==> config.mk <==
export PLATFORM = sky130hd
export DESIGN_NAME = phy_irq_unit
export DESIGN_NICKNAME = d
export VERILOG_FILES = /design/src/rtl/phy_irq_pkg.sv /design/src/rtl/phy_irq_ctrl.sv /design/src/rtl/phy_irq_dp.sv /design/src/rtl/phy_irq_unit.sv
export SDC_FILE = /design/constraint.sdc
export NUM_CORES = 1
export LEC_CHECK = 0
export BUFFER_PORTS_ARGS = -buffer_cell sky130_fd_sc_hd__buf_2
export CAP_MARGIN = 20
export CORE_MARGIN = 2
export CORE_UTILIZATION = 45
export DETAILED_ROUTE_END_ITERATION = 8
export PLACE_DENSITY = 0.78
export SLEW_MARGIN = 20
export SYNTH_ARGS = -nofsm -noshare
export SYNTH_HDL_FRONTEND = slang
export SYNTH_HIERARCHICAL = 1
export SYNTH_SLANG_ARGS = --single-unit
export TNS_END_PERCENT = 10
==> constraint.sdc <==
create_clock -name clk -period 1.2 [get_ports clk]
set_clock_uncertainty 0.05 [all_clocks]
set_input_delay 0.12 -clock clk [delete_from_list [all_inputs] [get_ports clk]]
set_output_delay 0.12 -clock clk [all_outputs]
set_load 0.03 [all_outputs]
==> src/rtl/phy_irq_pkg.sv <==
package phy_irq_pkg;
  localparam int RegW   = 16;
  localparam int NumSrc = 8;

  // flag bit positions inside the interrupt register
  localparam int SrcJabber = 7;
  localparam int SrcRxErr  = 6;
  localparam int SrcLink   = 2;

  // control register: writable bits and polarity bit
  localparam logic [RegW-1:0] CtrlRwMask = 16'h6830;
  localparam int LevelBit = 14;

  // sources qualified by an edge of their raw input
  localparam logic [NumSrc-1:0] RiseMask = NumSrc'(1) << SrcRxErr;
  localparam logic [NumSrc-1:0] FallMask = NumSrc'(1) << SrcLink;

  typedef struct packed {
    logic selCtrl;
    logic selIrq;
    logic wrCtrl;
    logic wrIrq;
    logic clrIrq;
  } regStrobe_t;
endpackage

==> src/rtl/phy_irq_ctrl.sv <==
module phy_irq_ctrl
  import phy_irq_pkg::*;
#(
  parameter int AddrW    = 5,
  parameter int CtrlAddr = 16,
  parameter int IrqAddr  = 17
) (
  input  logic [AddrW-1:0] regAddr,
  input  logic             wrEn,
  input  logic             rdEn,
  output regStrobe_t       strb
);
  logic hitCtrl;
  logic hitIrq;

  assign hitCtrl = (regAddr == AddrW'(CtrlAddr));
  assign hitIrq  = (regAddr == AddrW'(IrqAddr));

  always_comb begin
    strb.selCtrl = hitCtrl;
    strb.selIrq  = hitIrq;
    strb.wrCtrl  = wrEn & hitCtrl;
    strb.wrIrq   = wrEn & hitIrq;
    strb.clrIrq  = rdEn & hitIrq;
  end
endmodule

==> src/rtl/phy_irq_dp.sv <==
module phy_irq_dp
  import phy_irq_pkg::*;
(
  input  logic              clk,
  input  logic              rst_n,
  input  regStrobe_t        strb,
  input  logic [RegW-1:0]   wrData,
  input  logic [NumSrc-1:0] rawEv,
  output logic [RegW-1:0]   rdData,
  output logic [NumSrc-1:0] statusQ,
  output logic [NumSrc-1:0] enableQ,
  output logic              levelQ,
  output logic              irqPin
);
  logic [NumSrc-1:0] prevQ;
  logic [NumSrc-1:0] setVec;
  logic [RegW-1:0]   ctrlQ;
  logic              anyPending;

  for (genvar i = 0; i < NumSrc; i++) begin : g_src
    if (RiseMask[i]) begin : g_rise
      assign setVec[i] = rawEv[i] & ~prevQ[i];
    end else if (FallMask[i]) begin : g_fall
      assign setVec[i] = ~rawEv[i] & prevQ[i];
    end else begin : g_level
      assign setVec[i] = rawEv[i];
    end
  end

  always_ff @(posedge clk or negedge rst_n) begin
    if (!rst_n) begin
      prevQ   <= '0;
      statusQ <= '0;
      enableQ <= '0;
      ctrlQ   <= '0;
    end else begin
      prevQ   <= rawEv;
      statusQ <= (statusQ & ~{NumSrc{strb.clrIrq}}) | setVec;
      if (strb.wrIrq)  enableQ <= wrData[RegW-1:NumSrc];
      if (strb.wrCtrl) ctrlQ   <= wrData & CtrlRwMask;
    end
  end

  always_comb begin
    if (strb.selIrq)       rdData = {enableQ, statusQ};
    else if (strb.selCtrl) rdData = ctrlQ;
    else                   rdData = '0;
  end

  assign levelQ     = ctrlQ[LevelBit];
  assign anyPending = |(statusQ & enableQ);
  assign irqPin     = levelQ ? anyPending : ~anyPending;
endmodule

==> src/rtl/phy_irq_unit.sv <==
module phy_irq_unit
  import phy_irq_pkg::*;
#(
  parameter int AddrW    = 5,
  parameter int CtrlAddr = 16,
  parameter int IrqAddr  = 17
) (
  input  logic             clk,
  input  logic             rst_n,
  input  logic [AddrW-1:0] regAddr,
  input  logic [15:0]      wrData,
  input  logic             wrEn,
  input  logic             rdEn,
  output logic [15:0]      rdData,
  input  logic             evJabber,
  input  logic             evRxErr,
  input  logic             evPageRx,
  input  logic             evPdFault,
  input  logic             evLpAck,
  input  logic             evLinkOk,
  input  logic             evRemFault,
  input  logic             evAnegDone,
  output logic             irqPin
);
  regStrobe_t        strb;
  logic [NumSrc-1:0] rawEv;
  logic [NumSrc-1:0] statusQ;
  logic [NumSrc-1:0] enableQ;
  logic              levelQ;

  assign rawEv = {evJabber, evRxErr, evPageRx, evPdFault,
                  evLpAck, evLinkOk, evRemFault, evAnegDone};

  phy_irq_ctrl #(.AddrW(AddrW), .CtrlAddr(CtrlAddr), .IrqAddr(IrqAddr)) ctrl_i (
    .regAddr(regAddr), .wrEn(wrEn), .rdEn(rdEn), .strb(strb)
  );

  phy_irq_dp dp_i (
    .clk(clk), .rst_n(rst_n), .strb(strb), .wrData(wrData), .rawEv(rawEv),
    .rdData(rdData), .statusQ(statusQ), .enableQ(enableQ), .levelQ(levelQ),
    .irqPin(irqPin)
  );
endmodule

# Word-level counts from Yosys, hierarchy flattened
# Index checks and enable logic that the tools add are counted.
[word_totals]
n_memories = 0
mem_bits_ro = 0
mem_bits_rw = 0
output_inout_bits = 17
word_cells = 22
regBits = 28
latch_bits = 0
inputBits = 33
[op_classes]
div = 0
n_reduce_logical = 1
n_eq_ne = 2
mul = 0
shift = 0
n_addsub = 0
bitwise = 12
magnitude_cmp = 0
muxes = 3
[ops]
columns = ["cell", "count"]
rows = [
  ["$and A8 B8 Y8", 2],
  ["$mux W16", 1],
  ["$mux W15", 1],
  ["$eq A5 B5 Y1 const B", 2],
  ["$not A8 Y8", 1],
  ["$or A8 B8 Y8", 1],
  ["$reduce_or A8 Y1", 1],
  ["$and A1 B1 Y1", 5],
  ["$not A1 Y1", 3],
  ["$mux W1", 1],
]

# Longest topological paths before layout
[depth]
depth_word = 5
ltp_mapped = 6

# Hierarchy
# The synthesis kept the hierarchy.
[by_module_without_submodules]
columns = ["mod", "cells_per_inst", "seq_area_each_um2", "area_each_um2", "instances"]
rows = [
  ["phy_irq_dp", 74, 575.6, 982.2, 1],
  ["phy_irq_ctrl", 10, 0.0, 68.8, 1],
]

# Worst setup path before layout
# No wires, ideal clock.
[synth_path]
path_type = "input to output"
start = "input regAddr[4]"
end = "output rdData[14]"
path_buffers = 2
cell_stages = 5
t_arrival_ns = 1.368
setup_slack_ns = -0.338
cell_sequence = "nor3b_2 > and2_1 > buf_4 > buf_6 > o21ai_0"
[synth_between]
word_cells_on_any_way = 4
[synth_rtl]
columns = ["element", "line_no", "rtl"]
rows = [
  ["from (decl)", "phy_irq_unit.sv:10", "input logic [AddrW-1:0] regAddr,"],
  ["$eq A5 B5 Y1", "phy_irq_ctrl.sv:17", "assign hitIrq = (regAddr == AddrW'(IrqAddr));"],
  ["via ctrl_i.hitIrq", "phy_irq_ctrl.sv:14", "logic hitIrq;"],
  ["$mux W16", "phy_irq_dp.sv:45", "if (strb.selIrq) rdData = {enableQ, statusQ};"],
  ["to (decl)", "phy_irq_unit.sv:14", "output logic [15:0] rdData,"],
]
# The timed path passes the listed nets, and every way through them passes these cells.

# Worst setup path after layout
[layout_path]
start = "register dp_i.enableQ[3]"
end = "output irqPin"
[layout_between]
elab_chain_cells = 4
[layout_rtl]
columns = ["element", "line_no", "rtl"]
rows = [
  ["from (decl)", "phy_irq_dp.sv:11", "output logic [NumSrc-1:0] enableQ,"],
  ["from (signal assigned)", "phy_irq_dp.sv:39", "if (strb.wrIrq) enableQ <= wrData[RegW-1:NumSrc];"],
  ["$and A8 B8 Y8 *", "phy_irq_dp.sv:51", "assign anyPending = |(statusQ & enableQ);"],
  ["$reduce_or A8 Y1 *", "phy_irq_dp.sv:51", ""],
  ["$not A1 Y1", "phy_irq_dp.sv:52", "assign irqPin = levelQ ? anyPending : ~anyPending;"],
  ["$mux W1 *", "phy_irq_dp.sv:52", ""],
  ["to (decl)", "phy_irq_unit.sv:23", "output logic irqPin"],
]
# Every way passes the cells marked *; elsewhere a longest branch is shown, timed or not.

==> results by group <==
Worst setup path
  • R2R Path Start: dp_i/enableQ[3]$_DFFE_PN0P_
  • Critical path peak fanout: 2
  • Crit path kind: reg2out
  • Worst Path Required: 1.03 ns
  • Worst reg2reg path depth: 3
  • Critical Path AT: 1.43 ns
  • Crit. End Element: output port
  • Worst R2R End: dp_i/enableQ[3]$_DFFE_PN0P_
  • Crit start category: flop
  • Critical Path Source: dp_i/enableQ[3]$_DFFE_PN0P_
  • Reg-to-reg slack, setup: 0.13 ns

Layout
  • Total of fill cells in the finished design: 111
  • Antenna Cells: 0
  • Sequential Area: 575.6 µm²
  • Most common cell after layout, fill and taps aside: buf_6
  • Post-route insts no fill: 198
  • Nets: 204
  • Footprint of the multi-input gates: 493.0 µm²
  • Layout cell share with drive strength beyond 1: 0.6000
  • Area growth syn-to-layout: 81.31%
  • Highest-count cells in the layout ignoring fill and taps: buf_6 (33), buf_2 (24), dfrtp_1 (23), dlygate4sd3_1 (19), mux2_2 (13)

GRT
  • Largest net degree at the start of global routing: 24
  • GRT overflow: 0
  • Initial antenna violation count: 0
  • First-pass GRT wire length: 4988 µm
  • GRT Util Overall: 0.2612
  • Vias in the first global route: 1078

Die
  • FP Rows: 17
  • Die Ht: 52.33 µm
  • DIE AREA: 2738 µm²
  • CORE AREA: 2212 µm²
  • Die width: 52.33 µm
  • Top Ports: 50
  • Initial core utilization: 0.4751

Place
  • Final Wtd Congestion: 0.7224
  • Pre-CTS setup slack: -0.2227 ns
  • Placed wire-length estimate: 1822 µm
  • Dpl cells: 171
  • IO buf count: 43

Yosys
  • Post-synth EDFFs: 0
  • Cell taking the most area after synthesis: dfrtp_1
  • Yosys cell types: 19
  • Ys async rst share: 1.000
  • Mapped Cells: 84
  • Syn_area_per_cell: 12.51 µm²
  • Yosys warns: 6
  • Share of Yosys cell area claimed by the top area cell type: 0.5476
  • Post-Syn Nets: 117
  • Syn Std Cell Area: 1051 µm²
  • Top cells by area, synth: dfrtp_1 (55%), mux2_2 (14%), and2_1 (7.7%), a22o_1 (5.0%), a21o_1 (4.3%)
  • Register area share after synthesis: 0.5476
  • Seq cells post-synth: 23
  • Synth Flop Type: dfrtp_1

Routing
  • Drc violations: 0
  • Final WL: 3362 µm
  • ANT nets after route: 0
  • Drt initial violations: 18
  • DRT Pass-1 Iters: 4
  • Via Count: 1008
  • Via/cell ratio: 5.091
  • Mean routed wirelength per cell: 16.98 µm

Timing
  • Worst-Margin Slew: 0.5091 ns
  • Hold_ws: 0.2567 ns
  • RSZ-0062 raised after global routing: yes
  • Fmax: 626.5 MHz
  • Slew Limit Fails: 0
  • Tmin final: 1.596 ns
  • Final hold vios: 0
  • Setup ws final: -0.3962 ns
  • # setup viols final: 17
  • Final Cycle Share: 1.330
  • Relative slew slack: 0.6606
  • Fin Setup TNS: -2.522 ns

Clocking
  • Num CTS Buffers: 3
  • CTS H-Tree Depth: 1
  • Clock Latency Late Sink: 0.30 ns
  • Clock sinks: 23
  • CTS tree: yes
  • Clk slew on worst S/H paths: 0.12 ns
  • Clock Tree Buf Depth: 2
  • Clk root buf: clkbuf_4

Run status
  • Status: finished, violations left
  • Failing checks: setup timing

Job
  • Max Cap Viol: 0

Power
  • Maximum vdd ir drop: 0.8308 mV
  • Leakage power total: 0.0009170 µW
  • PwrDens: 973.0 nW/µm²

Worst hold path
  • Hold crit path type: in2async
==> area by class of cell <==
cell class,instances,area share
inverter,3,0.005909
sequential,23,0.3020
clock buffer,4,0.01379
tap,28,0.01838
timing repair buffer,86,0.4012
multi-input combinational,54,0.2587
==> flip-flops by register name, summed over array words and instances, names as in the netlist <==
signal        cells
dp_i/enableQ      8
dp_i/ctrlQ        5
dp_i/statusQ      8
dp_i/prevQ        2
==> where the power goes <==
group          internal (µW)  switching [µW]
combinational            349             211
sequential               868            74.6
clock                    130             222
total                   1350             507
==> repair_timing <==
| item | 4_1_cts | 5_1_grt |
|---|---|---|
| setup buffers | 0 | 4 |
| endpoints found under the setup margin | 17 | 17 |
| resized for setup | 64 | 4 |
| hold buffers | 19 | 0 |
| pin swaps | 6 | 2 |
| hold endpoints to repair | 43 | 0 |
==> routing by layer <==
layer | share of wire | up-vias | GRT usage
met5 | 0 | - | 0
met4 | 0.019 | 0 | 0.1154
met2 | 0.53 | 33 | 0.4458
li1 | - | 467 | -
met1 | 0.42 | 502 | 0.3138
met3 | 0.035 | 6 | 0.05714
==> cells in the mapped netlist (2+ instances only) <==
cell	n
a22oi_1	4
a21o_1	6
dfrtp_1	23
buf_4	2
a22o_1	6
nand2_1	2
mux2_2	13
and2_1	13
and3_1	3
inv_1	3
==> worst max path at each step <==
stage / endpoint / cells after the start
after CTS: irqPin / 4
after global placement: rdData[10] / 6
after global routing: irqPin / 4
after detailed placement: rdData[10] / 6
final: irqPin / 4
after floorplan: rdData[4] / 5
==> stage by stage <==
stage / power (µW) / utilization / instance area, µm²
floorplan: 1130 / - / 1062
global placement: 1308 / 0.6471 / 1431
detailed placement: 1324 / 0.6471 / 1431
CTS: 1821 / 0.8416 / 1862
global route: 1955 / 0.8614 / 1906
finish: 1854 / 0.8614 / 1906
==> worst max-delay path, stage by stage, from the launching register on <==
cell and delay [ns]:
dfrtp_1 0.41, a22oi_1 0.21, nand4_1 0.19, xnor2_2 0.17, buf_6 0.15
==> cells by family (layout without fill, tap and decap cells) <==
family | after synthesis | after routing | synth area share
AO/OA/AOI/OAI | 17 | 17 | 0.1262
XOR/XNOR | 1 | 1 | 0.008335
buffers and inverters | 7 | 93 | 0.04047
flip-flops | 23 | 23 | 0.5476
multiplexers | 13 | 13 | 0.1393
AND/OR/NAND/NOR | 23 | 23 | 0.1381
(Power assumes the default switching activity.)
